### src/rtl/udma_rx_pkg.sv
// Shared types for the data-in burst receiver.
package udma_rx_pkg;
    // Burst controller states, in the order a burst walks through them.
    typedef enum logic [2:0] {
        ST_IDLE,
        ST_ACK_SETUP,
        ST_ACTIVE,
        ST_PAUSE,
        ST_STOP,
        ST_DEV_END,
        ST_ACK_HOLD
    } burst_st_t;
endpackage

### src/rtl/udma_rx_capture.sv
// Brings the device strobe, data and request into the host clock domain.
// It emits a write for every strobe transition while the burst is live.
// Assumes the data is stable from its strobe edge until the next edge, and
// that the strobe half-period spans several host clocks.
module udma_rx_capture #(
    parameter int DATA_W = 16
) (
    input  logic              clk,
    input  logic              rst_n,
    input  logic              strobe,
    input  logic [DATA_W-1:0] dd,
    input  logic              dmarq,
    input  logic              burst_live,
    output logic              dmarq_s,
    output logic              wr_en,
    output logic [DATA_W-1:0] wr_data
);
    logic              s1, s2, s3;
    logic [DATA_W-1:0] d1, d2;
    logic              r1, r2;

    // Strobe synchronizer plus one stage for edge detection; idle level high.
    always_ff @(posedge clk) begin
        if (!rst_n) begin
            s1 <= 1'b1;
            s2 <= 1'b1;
            s3 <= 1'b1;
        end else begin
            s1 <= strobe;
            s2 <= s1;
            s3 <= s2;
        end
    end

    // Data pipeline of the same depth so each word lines up with its edge.
    always_ff @(posedge clk) begin
        if (!rst_n) begin
            d1 <= '0;
            d2 <= '0;
        end else begin
            d1 <= dd;
            d2 <= d1;
        end
    end

    // Request synchronizer.
    always_ff @(posedge clk) begin
        if (!rst_n) begin
            r1 <= 1'b0;
            r2 <= 1'b0;
        end else begin
            r1 <= dmarq;
            r2 <= r1;
        end
    end

    assign dmarq_s = r2;
    assign wr_en   = (s2 ^ s3) & burst_live;
    assign wr_data = d2;
endmodule

### src/rtl/udma_rx_fsm.sv
// Burst sequencer for the handshake lines: acknowledge setup and hold, the
// ready line with its FIFO threshold, the pause-then-stop host termination
// and the device termination path. Timing values are in host clock cycles
// and each must be at least 1.
module udma_rx_fsm
    import udma_rx_pkg::*;
#(
    parameter int FREE_W      = 6,
    parameter int FULL_THRESH = 3,
    parameter int T_ACK_CYC   = 2,
    parameter int T_RP_CYC    = 16,
    parameter int T_MLI_CYC   = 2
) (
    input  logic              clk,
    input  logic              rst_n,
    input  logic              rx_enable,
    input  logic              host_stop_req,
    input  logic              dmarq_s,
    input  logic [FREE_W-1:0] fifo_free,
    output logic              dmack_n,
    output logic              stop_o,
    output logic              hrdy_n,
    output logic              burst_live,
    output logic              burst_start,
    output logic              burst_end,
    output logic              end_by_host
);
    localparam int MAX_A = (T_ACK_CYC > T_RP_CYC) ? T_ACK_CYC : T_RP_CYC;
    localparam int MAX_T = (MAX_A > T_MLI_CYC) ? MAX_A : T_MLI_CYC;
    localparam int TMR_W = $clog2(MAX_T + 1);
    localparam logic [TMR_W-1:0] LD_ACK = TMR_W'(T_ACK_CYC - 1);
    localparam logic [TMR_W-1:0] LD_RP  = TMR_W'(T_RP_CYC - 1);
    localparam logic [TMR_W-1:0] LD_MLI = TMR_W'(T_MLI_CYC - 1);

    burst_st_t        state, nxt;
    logic [TMR_W-1:0] tmr, tmr_nxt;
    logic             by_host, by_host_nxt;

    // State, wait timer and termination origin registers.
    always_ff @(posedge clk) begin
        if (!rst_n) begin
            state   <= ST_IDLE;
            tmr     <= '0;
            by_host <= 1'b0;
        end else begin
            state   <= nxt;
            tmr     <= tmr_nxt;
            by_host <= by_host_nxt;
        end
    end

    // Next-state and timer reload logic.
    always_comb begin
        nxt         = state;
        tmr_nxt     = tmr;
        by_host_nxt = by_host;
        case (state)
            ST_IDLE: begin
                if (rx_enable && dmarq_s && !host_stop_req) begin
                    nxt     = ST_ACK_SETUP;
                    tmr_nxt = LD_ACK;
                end
            end
            ST_ACK_SETUP: begin
                if (!dmarq_s)       nxt = ST_IDLE;
                else if (tmr == '0) nxt = ST_ACTIVE;
                else                tmr_nxt = tmr - 1'b1;
            end
            ST_ACTIVE: begin
                if (!dmarq_s) begin
                    nxt     = ST_DEV_END;
                    tmr_nxt = LD_MLI;
                end else if (host_stop_req) begin
                    nxt     = ST_PAUSE;
                    tmr_nxt = LD_RP;
                end
            end
            ST_PAUSE: begin
                if (!dmarq_s) begin
                    nxt     = ST_DEV_END;
                    tmr_nxt = LD_MLI;
                end else if (tmr == '0) begin
                    nxt = ST_STOP;
                end else begin
                    tmr_nxt = tmr - 1'b1;
                end
            end
            ST_STOP: begin
                if (!dmarq_s) begin
                    nxt         = ST_ACK_HOLD;
                    tmr_nxt     = LD_ACK;
                    by_host_nxt = 1'b1;
                end
            end
            ST_DEV_END: begin
                if (tmr == '0) begin
                    nxt         = ST_ACK_HOLD;
                    tmr_nxt     = LD_ACK;
                    by_host_nxt = 1'b0;
                end else begin
                    tmr_nxt = tmr - 1'b1;
                end
            end
            ST_ACK_HOLD: begin
                if (tmr == '0) nxt = ST_IDLE;
                else           tmr_nxt = tmr - 1'b1;
            end
            default: nxt = ST_IDLE;
        endcase
    end

    // Line decode from the registered state.
    always_comb begin
        burst_live  = state inside {ST_ACTIVE, ST_PAUSE, ST_STOP, ST_DEV_END};
        dmack_n     = !(burst_live || state == ST_ACK_HOLD);
        stop_o      = (state == ST_STOP) || (state == ST_ACK_HOLD);
        hrdy_n      = !((state == ST_ACTIVE) &&
                        (fifo_free > FREE_W'(FULL_THRESH)));
        burst_start = (state == ST_ACK_SETUP) && (nxt == ST_ACTIVE);
        burst_end   = (state == ST_ACK_HOLD) && (tmr == '0);
        end_by_host = by_host;
    end
endmodule

### src/rtl/udma_rx_tally.sv
// Counts the words written in the current burst and issues the end report.
// Assumes the start and end strobes never coincide with a write.
module udma_rx_tally #(
    parameter int CNT_W = 16
) (
    input  logic             clk,
    input  logic             rst_n,
    input  logic             clear,
    input  logic             inc,
    input  logic             finish,
    input  logic             by_host_in,
    output logic             done_pulse,
    output logic [CNT_W-1:0] done_words,
    output logic             done_by_host
);
    logic [CNT_W-1:0] count;

    // Running word count for the burst in progress.
    always_ff @(posedge clk) begin
        if (!rst_n)     count <= '0;
        else if (clear) count <= '0;
        else if (inc)   count <= count + 1'b1;
    end

    // One-cycle report, with the result held until the next burst ends.
    always_ff @(posedge clk) begin
        if (!rst_n) begin
            done_pulse   <= 1'b0;
            done_words   <= '0;
            done_by_host <= 1'b0;
        end else begin
            done_pulse <= finish;
            if (finish) begin
                done_words   <= count;
                done_by_host <= by_host_in;
            end
        end
    end
endmodule

### src/rtl/udma_rx_host.sv
// Top of the data-in burst receiver. It joins the clock-domain capture, the
// handshake sequencer and the word tally. FIFO writes are issued without
// backpressure, since the ready threshold leaves room for late words.
module udma_rx_host #(
    parameter int DATA_W      = 16,
    parameter int FREE_W      = 6,
    parameter int CNT_W       = 16,
    parameter int FULL_THRESH = 3,
    parameter int T_ACK_CYC   = 2,
    parameter int T_RP_CYC    = 16,
    parameter int T_MLI_CYC   = 2
) (
    input  logic              clk,
    input  logic              rst_n,
    input  logic              rx_enable,
    input  logic              host_stop_req,
    input  logic              dmarq,
    input  logic              dstrobe,
    input  logic [DATA_W-1:0] dd,
    input  logic [FREE_W-1:0] fifo_free,
    output logic              dmack_n,
    output logic              stop_o,
    output logic              hrdy_n,
    output logic              fifo_wr_en,
    output logic [DATA_W-1:0] fifo_wr_data,
    output logic              done_pulse,
    output logic [CNT_W-1:0]  done_words,
    output logic              done_by_host
);
    logic dmarq_s, burst_live, burst_start, burst_end, end_by_host;

    udma_rx_capture #(.DATA_W(DATA_W)) cap_i (
        .clk        (clk),
        .rst_n      (rst_n),
        .strobe     (dstrobe),
        .dd         (dd),
        .dmarq      (dmarq),
        .burst_live (burst_live),
        .dmarq_s    (dmarq_s),
        .wr_en      (fifo_wr_en),
        .wr_data    (fifo_wr_data)
    );

    udma_rx_fsm #(
        .FREE_W      (FREE_W),
        .FULL_THRESH (FULL_THRESH),
        .T_ACK_CYC   (T_ACK_CYC),
        .T_RP_CYC    (T_RP_CYC),
        .T_MLI_CYC   (T_MLI_CYC)
    ) fsm_i (
        .clk           (clk),
        .rst_n         (rst_n),
        .rx_enable     (rx_enable),
        .host_stop_req (host_stop_req),
        .dmarq_s       (dmarq_s),
        .fifo_free     (fifo_free),
        .dmack_n       (dmack_n),
        .stop_o        (stop_o),
        .hrdy_n        (hrdy_n),
        .burst_live    (burst_live),
        .burst_start   (burst_start),
        .burst_end     (burst_end),
        .end_by_host   (end_by_host)
    );

    udma_rx_tally #(.CNT_W(CNT_W)) tally_i (
        .clk          (clk),
        .rst_n        (rst_n),
        .clear        (burst_start),
        .inc          (fifo_wr_en),
        .finish       (burst_end),
        .by_host_in   (end_by_host),
        .done_pulse   (done_pulse),
        .done_words   (done_words),
        .done_by_host (done_by_host)
    );
endmodule

### config.mk
export PLATFORM = sky130hd
export DESIGN_NAME = udma_rx_host
export DESIGN_NICKNAME = d
export VERILOG_FILES = /design/src/rtl/udma_rx_pkg.sv /design/src/rtl/udma_rx_capture.sv /design/src/rtl/udma_rx_fsm.sv /design/src/rtl/udma_rx_tally.sv /design/src/rtl/udma_rx_host.sv
export SDC_FILE = /design/constraint.sdc
export NUM_CORES = 1
export LEC_CHECK = 0
export BUFFER_PORTS_ARGS = -buffer_cell sky130_fd_sc_hd__buf_2
export CAP_MARGIN = 20
export CORE_ASPECT_RATIO = 0.9
export CORE_MARGIN = 2
export CORE_UTILIZATION = 25
export DETAILED_ROUTE_END_ITERATION = 10
export PLACE_DENSITY_LB_ADDON = 0.2
export RECOVER_POWER = 25
export SLEW_MARGIN = 20
export SYNTH_ARGS = -nofsm -noshare
export SYNTH_HDL_FRONTEND = slang
export SYNTH_SLANG_ARGS = --single-unit
### constraint.sdc
create_clock -name clk -period 1.69 [get_ports clk]
set_clock_uncertainty 0.05 [all_clocks]
set_input_delay 0.338 -clock clk [delete_from_list [all_inputs] [get_ports clk]]
set_output_delay 0.338 -clock clk [all_outputs]
set_load 0.01 [all_outputs]
## Word level (Yosys, flattened, before mapping)

Cells that the tools add are included.

- Bits in latches: 0
- Memory bits (writable): 0
- Logic and storage cells: 73
- Register bits: 80
- ROM bits: 0
- Memories kept: 0
- Output and inout port bits: 38

- Bitwise logic cells: 3
- $mul: 0
- Div/mod/pow operators: 0
- Eq/ne operators: 12
- Shift operators: 0
- Magnitude comparators: 1
- Muxes and demuxes: 23
- Reduce and logical (&&, ||, !) cells: 18
- $add $sub $neg: 2

Operators with widths:

| kind | count |
|---|---|
| 2-to-1 mux 5 bit | 8 |
| case mux 5 bit (7 select lines) | 1 |
| 2-to-1 mux 3 bit | 10 |
| case mux 3 bit (7 select lines) | 1 |
| adder 16 x 1 -> 16 bit, second input constant | 1 |
| equality test 3 x 2 -> 1 bit, second input constant | 3 |
| equality test 3 bit, second input constant | 3 |
| nonzero test 7 bit | 1 |
| > comparator 6 x 2 -> 1 bit, second input constant | 1 |
| logical AND 1 bit | 5 |
| zero test 5 bit | 1 |
| AND reduction 5 bit | 1 |
| subtractor 5 x 1 -> 5 bit, second input constant | 1 |
| inequality test 2 x 1 -> 1 bit, second input constant | 2 |
| inequality test 2 bit, second input constant | 2 |
| nonzero test 4 bit | 1 |
| equality test 3 x 1 -> 1 bit, second input constant | 1 |
| zero test 1 bit | 3 |
| zero test 3 bit | 1 |
| inequality test 3 bit, second input constant | 1 |
| AND reduction 3 bit | 1 |
| logical OR 1 bit | 2 |
| 2-to-1 mux 1 bit | 2 |
| case mux 1 bit (2 select lines) | 1 |
| other kinds (5) | 5 |

## Depth between registers and ports, before layout

Gate-level depths: netlist of the first run.

- Word-level depth: 7
- Depth in mapped cells: 8

## Modules after synthesis

Synthesis of the first run repeated with hierarchy kept, for this count alone.

- Cell total of the unflattened synthesis: 331
- Area, all modules: 3296.9 µm²

By module, submodules not included:

| module | times used | seq. area each (µm²) | cells each | area an instance (µm²) |
|---|---|---|---|---|
| udma_rx_tally | 1 | 680.7 | 146 | 1468.9 |
| udma_rx_capture | 1 | 740.7 | 79 | 1044.8 |
| udma_rx_fsm | 1 | 180.2 | 106 | 783.3 |

## Worst setup path before layout of the first run

No wires, ideal clock.

- Path kind: register to register
- Start point: register fsm_i.tmr[0]
- End point: register tally_i.count[9]
- Cell stages (with the launch flop): 8
- Path buffers: 2
- Path slack: 134 ps
- Data arrival time: 1391 ps
- Path through: dfxtp_1 -> inv_1 -> ha_1 -> nor4b_4 -> buf_4 -> a41o_2 -> buf_6 -> nor2_1

- Word-level cells in the longest chain between the ends: 7

Ends and longest elaborated chain:

| what | line | RTL |
|---|---|---|
| from (decl) | udma_rx_fsm.sv:36 | `logic [TMR_W-1:0] tmr, tmr_nxt;` |
| from (signal assigned) | udma_rx_fsm.sv:47 | `tmr <= tmr_nxt;` |
| zero test 5 bit (*) | n/a |  |
| 2-to-1 mux 3 bit, on equally long branches | udma_rx_fsm.sv:82, udma_rx_fsm.sv:66 |  |
| 2-to-1 mux 3 bit, on equally long branches | udma_rx_fsm.sv:79, udma_rx_fsm.sv:65 |  |
| case mux 3 bit (7 select lines) (*) | udma_rx_fsm.sv:57 | `case (state)` |
| equality test 3 x 2 -> 1 bit (*) | udma_rx_fsm.sv:119 | `burst_start = (state == ST_ACK_SETUP) && (nxt == ST_ACTIVE);` |
| logical AND 1 bit (*) | udma_rx_fsm.sv:119 |  |
| OR reduction 2 bit (no line) (*) | n/a |  |
| to (signal assigned) | udma_rx_tally.sv:22 | `else if (inc) count <= count + 1'b1;` |
| to (decl) | udma_rx_tally.sv:16 | `logic [CNT_W-1:0] count;` |

Mark *: on every way between the ends. The rest lies on a longest branch, timed or not.
A chain may end at the register's enable or synchronous reset.

## Final worst setup path of the first run

- Start point: register fsm_i.state[2]
- End point: output port hrdy_n

- Word-level cells in the longest chain between the ends: 3

Ends and longest elaborated chain:

| what | line | RTL |
|---|---|---|
| from (decl) | udma_rx_fsm.sv:35 | `burst_st_t state, nxt;` |
| from (signal assigned) | udma_rx_fsm.sv:46 | `state <= nxt;` |
| equality test 3 x 2 -> 1 bit | udma_rx_fsm.sv:117 | `hrdy_n = !((state == ST_ACTIVE) &&` |
| logical AND 1 bit | udma_rx_fsm.sv:117 |  |
| zero test 1 bit | udma_rx_fsm.sv:117 |  |
| to (decl) | udma_rx_host.sv:23 | `output logic hrdy_n,` |

Every way passes these cells.

==> results.txt, run 1 <==
----------------------------------------------------
[STA]
  Final period demand of the worst path ... 1.66 ns
  Final Hold Violating Endpoints ... 0
  Final sum of negative setup slack ... 0 ns
  Achievable clock frequency ... 601 MHz
  Final count of negative-setup-slack endpoints ... 0
  Share of the clock period used by the worst path ... 0.984
  Relative slew slack ... 0.601
  Least-Margin Pin Slew ... 0.599 ns
  Worst setup slack after layout ... 0.0263 ns
  Number of pins exceeding their max-slew limit in the final report ... 0
  Setup repair after global routing missed its margin ... yes

[Yosys]
  Gate count after technology mapping ... 338
  Synthesized-area fraction occupied by adder cells ... 0.0161
  Post-synthesis share of cell area spent on and, or, nand and nor gates ... 0.267
  Combinational family with the most area after synthesis ... simple AND/OR/NAND/NOR gates
  Compound-Gate Fraction of Synth Area ... 0.107
  Count of cell types in the netlist ... 47
  Fraction of post-synthesis cell area in the top cell type by area ... 0.515
  Ys async rst share ... 0
  Yosys warnings ... 0
  Flops & latches, synth ... 80
  Number of flops mapped to enable cells by yosys ... 0
  Most used standard cell by instance count after synthesis ... sky130_fd_sc_hd__dfxtp_1
  Post-synthesis sequential area ratio ... 0.515
  Post-synthesis mux area share ... 0.00362
  XOR/XNOR Fraction of Synth Area ... 0.0479
  Avg Inst Size Synth ... 9.20 µm²
  Net count of the mapped netlist ... 370
  Primary flip-flop cell chosen by synthesis mapping ... sky130_fd_sc_hd__dfxtp_1
  Leading post-synthesis cells by instance count ... 80 x sky130_fd_sc_hd__dfxtp_1, 56 x sky130_fd_sc_hd__nand2_1, 35 x sky130_fd_sc_hd__and2_1, 27 x sky130_fd_sc_hd__a21oi_1, 26 x sky130_fd_sc_hd__nor2_1
  Biggest area contributors in the synthesized netlist ... sky130_fd_sc_hd__dfxtp_1 52%, sky130_fd_sc_hd__and2_1 7.0%, sky130_fd_sc_hd__nand2_1 6.8%
  Post-synth top area cell ... sky130_fd_sc_hd__dfxtp_1
  Netlist area before placement ... 3110 µm²

[GRT]
  First-pass GRT wire length ... 11.3 mm
  Number of antenna violations at the first check in global routing ... 0
  GRT Total Usage ... 0.109
  Maximum number of pins on one net before global-route repair ... 25
  Global route total overflow ... 0
  Vias in the first global route ... 2,334

[Clocking]
  Sinks on Clock Net ... 80
  Cell at the root of the clock tree ... sky130_fd_sc_hd__clkbuf_16
  Clk slew on worst S/H paths ... 0.06 ns
  Buffer depth of the longest clock path ... 2
  Clock latency at the later pin of the worst-skew pair ... 0.33 ns
  H-tree levels ... 3
  CTS tree ... yes
  Total CTS buffers ... 9
  Number of hold-repair buffers added at the cts stage ... 0

[Hold path]
  Min-Delay Startpoint ... dstrobe
  Number of stages on the worst hold path ... 2
  Endpoint, Worst Hold ... cap_i.s1$_SDFF_PN1_
  Worst hold path class ... in -> reg

[Routing]
  Number of DRC markers after the initial detailed-route iteration ... 124
  Vias after detailed routing ... 2,488
  Wirelength, routed ... 6.91 mm
  Routed WL per cell ... 11.8 µm
  Number of nets still failing antenna checks after routing ... 0
  Total DRC errors in the routed layout ... 0
  Vias per std cell ... 4.26
  Detailed-router iteration count before antenna repair ... 4

[Die]
  Row count ... 38
  Initial core utilization ... 0.257
  Total die area ... 13,300 µm²
  Die outline width ... 122 µm
  Chip Height ... 110 µm
  I/O pins ... 66
  Placeable Area ... 12,100 µm²

[Pwr]
  Net switching component of the power ... 1.03 mW
  Peak ir drop on the vdd network ... 0.423 mV
  Share of power burned in the clock network ... 0.455
  Sequential group share of total power ... 0.455
  Leakage component of the power ... 1.70 nW
  Cell Int Power ... 3.28 mW
  Switching share of total power ... 0.239
  Power density cells ... 1030 nW/µm²
  Combinational power share ... 0.090

[Placed design]
  Sum of net half-perimeters after detailed placement ... 4.58 mm
  Number of buffers inserted by port buffering ... 63
  Setup Slack @ Placement ... 0.0709 ns
  Final Wtd Congestion ... 0.787

[Layout]
  Share of cells above drive strength 1 ... 0.311
  P&R area growth vs syn ... 34.5%
  Flip-flop and latch area ... 1610 µm²
  Final layout net count ... 451
  Number of antenna repair diodes ... 0
  Fill count ... 1,272
  Area taken by multi-input logic gates ... 1480 µm²

[Critical path]
  Max FO, Critical Path ... 9
  Internal reg-to-reg setup slack ... 0.09 ns
  Crit Reg-Reg Startpoint ... fsm_i.tmr[0]$_SDFFE_PN0P_
  Critical Path AT ... 1.28 ns
  Startpoint Class ... flop
  Critical path required time ... 1.30 ns
  Type of the worst setup path ... reg -> out
  R2r worst-path depth ... 7
  Endpoint class of the critical path ... primary output
  Capture instance of the worst register-to-register path ... fsm_i.tmr[0]$_SDFFE_PN0P_

[Flow run]
  Maximum Capacitance Violations ... 0

[Status]
  Outcome ... finished clean

----------------------------------------------------
[how the worst max path moves through the flow]
stage,end,from,slack (ns)
after floorplan,tally_i.count[9]$_SDFFE_PP0P_,fsm_i.tmr[0]$_SDFFE_PN0P_,0.13
after CTS,hrdy_n,fsm_i.state[2]$_SDFF_PN0_,-0.02
final,hrdy_n,fsm_i.state[2]$_SDFF_PN0_,0.03
after detailed placement,tally_i.done_words[10]$_SDFFE_PN0P_,fsm_i.tmr[0]$_SDFFE_PN0P_,0.07
after global routing,hrdy_n,fsm_i.state[2]$_SDFF_PN0_,-0.04
after global placement,tally_i.count[15]$_SDFFE_PP0P_,fsm_i.tmr[1]$_SDFFE_PN0P_,0.09
[critical path, stage by stage (launching register included)]
cell and delay (ns):
sky130_fd_sc_hd__dfxtp_4 0.37, sky130_fd_sc_hd__buf_12 0.14, sky130_fd_sc_hd__nand2b_4 0.14, sky130_fd_sc_hd__nor2_4 0.09, sky130_fd_sc_hd__o41ai_2 0.07, sky130_fd_sc_hd__buf_2 0.14
[sequential cells by signal, indices dropped and copies added (netlist names)]
register              flops
tally_i.done_pulse        1
cap_i.s2                  1
fsm_i.state               3
cap_i.s3                  1
cap_i.d1                 16
fsm_i.end_by_host         1
tally_i.done_words       16
tally_i.done_by_host      1
cap_i.dmarq_s             1
cap_i.s1                  1
fsm_i.tmr                 5
cap_i.r1                  1
tally_i.count            16
cap_i.wr_data            16
[logic make-up (layout without fill, tap and decap cells)]
logic type / Yosys count / count (layout)
adder cells (fa/ha/maj): 4 / 4
AO/OA/AOI/OAI: 54 / 54
flip-flops: 80 / 80
XOR/XNOR: 17 / 17
AND/OR/NAND/NOR: 158 / 159
buffers and inverters: 24 / 109
multiplexers: 1 / 1
[area by class of cell]
class	count	share of cell area
clock buffers	9	0.0538
well taps	160	0.0479
multi-input cells	235	0.355
inverters	5	0.00449
flip-flops and latches	80	0.386
clock inverters	7	0.0182
repair buffers	88	0.135
[layout by cell type, fill, tap and decap left out, types with 4 or more instances in the layout]
| cell | Yosys | final |
|---|---|---|
| sky130_fd_sc_hd__a21oi_1 | 27 | 26 |
| sky130_fd_sc_hd__nor2_1 | 26 | 24 |
| sky130_fd_sc_hd__o21ai_0 | 11 | 11 |
| sky130_fd_sc_hd__clkbuf_16 | 0 | 9 |
| sky130_fd_sc_hd__dfxtp_1 | 80 | 75 |
| sky130_fd_sc_hd__nand4_1 | 4 | 4 |
| sky130_fd_sc_hd__nand3_1 | 8 | 8 |
| sky130_fd_sc_hd__and3_1 | 4 | 4 |
| sky130_fd_sc_hd__and2_1 | 35 | 28 |
| sky130_fd_sc_hd__nand2_1 | 56 | 56 |
| sky130_fd_sc_hd__and2_0 | 0 | 7 |
| sky130_fd_sc_hd__xor2_1 | 12 | 12 |
| sky130_fd_sc_hd__buf_2 | 6 | 62 |
| sky130_fd_sc_hd__buf_4 | 2 | 17 |
[repair_timing]
item	in CTS	in global routing
resized for setup	9	19
gates cloned	1	1
setup buffers	0	5
setup endpoints to repair	3	42
pin swaps	1	6
[stage by stage]
step	instances	total power, mW	hold WS [ns]	utilization	instance area, µm²
floorplan	338	2.21	0.336	-	3110
global placement	561	2.32	0.348	0.305	3690
detailed placement	561	2.33	0.350	0.305	3690
CTS	578	4.34	0.122	0.336	4060
global route	584	4.51	0.149	0.346	4180
finish	584	4.32	0.134	0.346	4180
[power by group through the flow]
stage,Sequential (mW),Clock [mW],Combinational [mW]
final,1.96,1.96,0.388
after global routing,1.97,2.12,0.427
after CTS,1.96,2.03,0.345
after detailed placement,2.00,0,0.324
after global placement,2.00,0,0.323
after floorplan,2.00,0,0.202
[metal layers]
layer  up-vias  GRT usage  routed length (µm)  share of wire
met2        40      0.175                3160           0.46
met3         6     0.0316                 262          0.038
met4         0     0.0484                  91          0.013
met5         -          0                   0              0
met1      1140      0.136                3390           0.49
li1       1302          -                   -              -
Note: power is estimated with default switching activity, not from simulation.
==> run 2: changes to the inputs <==
==> constraint.sdc (replaced) <==
create_clock -name clk -period 1.69 [get_ports clk]
set_clock_uncertainty 0.05 [all_clocks]
set_input_delay 0.169 -clock clk [delete_from_list [all_inputs] [get_ports clk]]
set_output_delay 0.169 -clock clk [all_outputs]
set_load 0.01 [all_outputs]
==> run 2 against run 1 <==
Non-clock buffer count is 10 higher. Sequential power hardly changed. Clock-buffer cell count is 1 higher. Clock power hardly changed. Total power is 0.15% lower. First-iteration DRC count stayed put. Hold slack better by 0.0047 ns. Fmax is 2.7% higher. Flip-flop and latch count stayed put. Via count is 0.60% higher. Largest cell class unchanged.
==> results.txt, run 2 (synthesized netlist as in run 1, its figures left out) <==
----------------------------------------------------
[Layout]
  Fill count ... 1,281
  Leading cell types in the layout, fill and taps excluded ... 75 x sky130_fd_sc_hd__dfxtp_1, 63 x sky130_fd_sc_hd__buf_2, 56 x sky130_fd_sc_hd__nand2_1, 33 x sky130_fd_sc_hd__and2_1, 27 x sky130_fd_sc_hd__a21oi_1
  Most common library cell in the layout ignoring fill and taps ... sky130_fd_sc_hd__dfxtp_1
  Non-filler cells in the finished layout ... 593
  Final layout net count ... 460
  Share of cells above drive strength 1 ... 0.277
  P&R area growth vs syn ... 36.3%
  Number of antenna repair diodes ... 0

[Die]
  Die outline width ... 122 µm
  I/O pins ... 66
  Total die area ... 13,300 µm²
  Row count ... 38
  Placeable Area ... 12,100 µm²
  Chip Height ... 110 µm
  Initial core utilization ... 0.257

[GRT]
  Met2 demand-to-capacity share in global routing ... 0.179
  M3 GR Usage ... 0.0348
  First-pass GRT wire length ... 11.2 mm
  Met1 demand-to-capacity share in global routing ... 0.130
  GRT Total Usage ... 0.108
  Maximum number of pins on one net before global-route repair ... 38
  GRT busiest layer ... met2
  Number of antenna violations at the first check in global routing ... 0
  Vias in the first global route ... 2,364
  Global route total overflow ... 0

[Routing]
  Total DRC errors in the routed layout ... 0
  Routed WL per cell ... 11.3 µm
  Wirelength, routed ... 6.68 mm
  Detailed-router iteration count before antenna repair ... 4
  Vias after detailed routing ... 2,503
  Vias per std cell ... 4.22
  Number of nets still failing antenna checks after routing ... 0
  Number of DRC markers after the initial detailed-route iteration ... 124

[Placed design]
  Sum of net half-perimeters after detailed placement ... 4.50 mm
  Final Wtd Congestion ... 0.772
  Setup Slack @ Placement ... 0.0591 ns
  Number of buffers inserted by port buffering ... 63
  Placed cell count ... 558

[Critical path]
  Type of the worst setup path ... reg -> reg
  Critical path required time ... 1.90 ns
  Startpoint Class ... flop
  Max FO, Critical Path ... 7
  Cell with the largest stage delay on the worst path ... sky130_fd_sc_hd__dfxtp_1
  Cell chain of the critical path ... nor2b_2 > a221o_1 > a32oi_4 > nand2_1 > a21oi_1
  Slowest cell delay on critical path ... 0.37 ns
  Bufs and invs on worst path ... 0
  Endpoint class of the critical path ... flop
  Critical Path AT ... 1.83 ns
  CP top delay family ... compound AO/OA/AOI/OAI gates

[Pwr]
  Peak ir drop on the vdd network ... 0.356 mV
  Power density cells ... 1020 nW/µm²
  Final Power ... 4.31 mW
  Leakage component of the power ... 1.74 nW

[Clocking]
  CTS tree ... yes
  H-tree levels ... 3
  Clk slew on worst S/H paths ... 0.06 ns
  Total CTS buffers ... 9
  Cell at the root of the clock tree ... sky130_fd_sc_hd__clkbuf_16
  Sinks on Clock Net ... 80
  Buffer depth of the longest clock path ... 2
  Clock latency at the later pin of the worst-skew pair ... 0.33 ns

[STA]
  Least-Margin Pin Slew ... 0.504 ns
  Final Hold Violating Endpoints ... 0
  Final count of negative-setup-slack endpoints ... 0
  Share of the clock period used by the worst path ... 0.959
  Achievable clock frequency ... 617 MHz
  Final period demand of the worst path ... 1.62 ns
  Worst setup slack after layout ... 0.0694 ns
  Relative slew slack ... 0.664
  Setup repair after global routing missed its margin ... yes
  Number of pins exceeding their max-slew limit in the final report ... 0

[Hold path]
  Worst hold path class ... in -> reg

[Status]
  Outcome ... finished clean

[Flow run]
  Maximum Capacitance Violations ... 0

----------------------------------------------------
-- run 2: timing repair --
action / in CTS / in global routing
endpoints found under the setup margin: 2 / 41
pin swaps: 0 / 4
gates cloned: 0 / 0
resized for setup: 2 / 15
hold buffers: 18 / 0
buffers inserted: 0 / 1
endpoints found under the hold margin: 18 / 0
-- run 2: power breakdown --
part / internal (mW) / leakage (nW) / switching, mW / total (mW)
clock network: 1.19 / 0.153 / 0.780 / 1.97
registers: 1.94 / 0.655 / 0.0258 / 1.97
logic: 0.185 / 0.933 / 0.188 / 0.373
-- run 2: final cells by class --
cell class | instances | area, µm² | share of cell area
Clock buffer | 10 | 239 | 0.0564
Clock inverter | 6 | 66.3 | 0.0157
Inverter | 5 | 18.8 | 0.00443
Multi-Input combinational cell | 234 | 1450 | 0.341
Sequential cell | 80 | 1610 | 0.380
Tap cell | 160 | 200 | 0.0473
Timing Repair Buffer | 98 | 658 | 0.155
-- run 2: worst register-to-register path, cell delays in order, from the launching register on --
cell,delay (ns)
sky130_fd_sc_hd__dfxtp_1,0.37
sky130_fd_sc_hd__nor2b_2,0.20
sky130_fd_sc_hd__a221o_1,0.36
sky130_fd_sc_hd__a32oi_4,0.31
sky130_fd_sc_hd__nand2_1,0.11
sky130_fd_sc_hd__a21oi_1,0.16
-- run 2: routing by layer --
layer / up-vias / routed length [µm] / part of all wire
li1: 1312 / - / -
met2: 49 / 3180 / 0.48
met1: 1130 / 3080 / 0.46
met4: 0 / 114 / 0.017
met3: 12 / 301 / 0.045
met5: - / 0 / 0
-- run 2: final timing paths --
kind | startpoint | to | slack, ns | cells after the start
worst max register to register | cap_i.dmarq_s$_SDFF_PN0_ | fsm_i.tmr[4]$_SDFFE_PN0P_ | 0.07 | 5
worst max-delay path | cap_i.dmarq_s$_SDFF_PN0_ | fsm_i.tmr[4]$_SDFFE_PN0P_ | 0.07 | 5
worst min register to register | cap_i.s1$_SDFF_PN1_ | cap_i.s2$_SDFF_PN1_ | 0.36 | 1
worst min-delay path | rst_n | fsm_i.state[0]$_SDFF_PN0_ | 0.14 | 3
-- run 2: metrics by stage --
stage,TNS [ns],hold slack (ns),area (µm²),utilization
CTS,0,0.144,4160,0.344
global route,-0.138,0.149,4240,0.351
floorplan,0,0.220,3110,-
global placement,0,0.305,3670,0.304
finish,0,0.139,4240,0.351
detailed placement,0,0.307,3670,0.304
==> run 3: changes to the inputs <==
Clock period 1.69 ns to 1.6 ns, I/O delays scaled along.
==> run 3 against run 2 <==
Sequential power up 5%. Final cell count increased by 2.2%. Total power increased by 6.7%. Flip-flop and latch count unchanged. Setup slack worse by 0.067 ns. Clock power rose by 6%. Register-to-register slack got worse by 0.07 ns. Critical path type unchanged. Global-route usage rose by 0.56 points.
==> results.txt, run 3 (synthesized netlist as in run 1, its figures left out) <==
----------------------------------------------------
[STA]
  Relative slew slack ... 0.321
  Final sum of negative setup slack ... 0 ns
  Share of the clock period used by the worst path ... 0.998
  Least-Margin Pin Slew ... 1.02 ns
  Final Hold Violating Endpoints ... 0
  Number of pins exceeding their max-slew limit in the final report ... 0
  Achievable clock frequency ... 626 MHz
  Worst hold slack ... 0.0820 ns
  Setup repair after global routing missed its margin ... yes
  Final count of negative-setup-slack endpoints ... 0
  Final period demand of the worst path ... 1.60 ns

[GRT]
  Met1 demand-to-capacity share in global routing ... 0.134
  M3 GR Usage ... 0.0348
  First-pass GRT wire length ... 11.8 mm
  GRT busiest layer ... met2
  Maximum number of pins on one net before global-route repair ... 35
  GRT Total Usage ... 0.114
  Global route total overflow ... 0
  Met2 demand-to-capacity share in global routing ... 0.191
  Vias in the first global route ... 2,479
  Number of antenna violations at the first check in global routing ... 0

[Clocking]
  CTS tree ... yes
  Clock latency at the later pin of the worst-skew pair ... 0.34 ns
  Cell at the root of the clock tree ... sky130_fd_sc_hd__clkbuf_16
  Sinks on Clock Net ... 80
  Buffer depth of the longest clock path ... 2
  Clk slew on worst S/H paths ... 0.06 ns
  Total CTS buffers ... 9
  H-tree levels ... 3

[Die]
  Placeable Area ... 12,100 µm²
  Die outline width ... 122 µm
  Row count ... 38
  I/O pins ... 66
  Chip Height ... 110 µm
  Initial core utilization ... 0.257
  Total die area ... 13,300 µm²

[Critical path]
  Endpoint class of the critical path ... flop
  Max FO, Critical Path ... 16
  Startpoint Class ... flop
  Critical Path AT ... 1.77 ns
  Critical path required time ... 1.77 ns
  Type of the worst setup path ... reg -> reg

[Placed design]
  Sum of net half-perimeters after detailed placement ... 4.64 mm
  Number of buffers inserted by port buffering ... 63
  Final Wtd Congestion ... 0.782
  Placed cell count ... 570

[Routing]
  Vias after detailed routing ... 2,548
  Total DRC errors in the routed layout ... 0
  Number of nets still failing antenna checks after routing ... 0
  Wirelength, routed ... 6.88 mm
  Number of DRC markers after the initial detailed-route iteration ... 150
  Routed WL per cell ... 11.4 µm
  Detailed-router iteration count before antenna repair ... 4
  Vias per std cell ... 4.20

[Pwr]
  Leakage component of the power ... 1.79 nW
  Peak ir drop on the vdd network ... 0.538 mV
  Power density cells ... 1050 nW/µm²

[Layout]
  Number of antenna repair diodes ... 0
  Most common library cell in the layout ignoring fill and taps ... sky130_fd_sc_hd__dfxtp_1
  Utilization after layout ... 0.363
  Share of cells above drive strength 1 ... 0.309
  Leading cell types in the layout, fill and taps excluded ... 76 x sky130_fd_sc_hd__dfxtp_1, 62 x sky130_fd_sc_hd__buf_2, 55 x sky130_fd_sc_hd__nand2_1, 27 x sky130_fd_sc_hd__and2_1, 26 x sky130_fd_sc_hd__a21oi_1
  P&R area growth vs syn ... 40.9%
  Non-filler cells in the finished layout ... 606
  Final layout net count ... 473

[Flow run]
  Maximum Capacitance Violations ... 0

[Hold path]
  Worst hold path class ... in -> reg

[Status]
  Outcome ... finished clean

----------------------------------------------------
[run 3: changes by cell type in the layout (fill, tap and decap cells not counted), moves of 2 or more]
cell,change
sky130_fd_sc_hd__and2_0,+6
sky130_fd_sc_hd__buf_4,+12
sky130_fd_sc_hd__o21ai_0,-2
sky130_fd_sc_hd__and2_1,-6
sky130_fd_sc_hd__clkbuf_1,+2
sky130_fd_sc_hd__nor2_1,-2
sky130_fd_sc_hd__dfxtp_2,-2
[run 3: layout make-up]
type | count | area [µm²]
clock buffers | 9 | 225
flip-flops and latches | 80 | 1610
clock inverters | 7 | 80.1
inverters | 5 | 18.8
repair buffers | 111 | 757
fillers | 1250 | 7690
well taps | 160 | 200
multi-input cells | 234 | 1490
[run 3: final timing paths]
path / start / endpoint / slack (ns) / depth (start not counted)
min: rst_n / cap_i.s2$_SDFF_PN1_ / 0.08 / 2
max reg2reg: fsm_i.tmr[0]$_SDFFE_PN0P_ / tally_i.count[1]$_SDFFE_PP0P_ / 0.003 / 7
max: fsm_i.tmr[0]$_SDFFE_PN0P_ / tally_i.count[1]$_SDFFE_PP0P_ / 0.003 / 7
min reg2reg: cap_i.s1$_SDFF_PN1_ / cap_i.s2$_SDFF_PN1_ / 0.36 / 1
[run 3: timing repair]
| item | 4_1_cts | 5_1_grt |
|---|---|---|
| hold buffers | 18 | 0 |
| buffers inserted | 1 | 1 |
| setup endpoints to repair | 38 | 43 |
| hold endpoints to repair | 18 | 0 |
| pin swaps | 1 | 3 |
| gates resized for setup | 14 | 17 |
[run 3: per-layer routing]
metal	wire [µm]	vias up
met1	3250	1158
met2	3270	40
met3	205	12
met4	157	0
li1	-	1338
met5	0	-
[run 3: through the flow]
stage | area, µm² | setup slack [ns] | power, mW
after floorplan | 3110 | 0.0445 | 2.33
after global placement | 3760 | -0.0501 | 2.47
after detailed placement | 3760 | -0.0384 | 2.47
after CTS | 4310 | -0.00429 | 4.64
after global routing | 4380 | -0.0970 | 4.82
final | 4380 | 0.00274 | 4.60
[run 3: critical path, cell delays in order, from the launching register on]
cell	delay [ns]
sky130_fd_sc_hd__dfxtp_2	0.32
sky130_fd_sc_hd__inv_2	0.07
sky130_fd_sc_hd__ha_4	0.13
sky130_fd_sc_hd__nor4b_4	0.26
sky130_fd_sc_hd__buf_4	0.23
sky130_fd_sc_hd__a41o_2	0.23
sky130_fd_sc_hd__buf_12	0.14
sky130_fd_sc_hd__a21oi_1	0.04
[run 3: power by group]
| part | total [mW] | switching (mW) | internal (mW) | leakage (nW) |
|---|---|---|---|---|
| clock | 2.08 | 0.858 | 1.23 | 0.148 |
| sequential | 2.07 | 0.0231 | 2.05 | 0.655 |
| combinational | 0.441 | 0.217 | 0.224 | 0.992 |
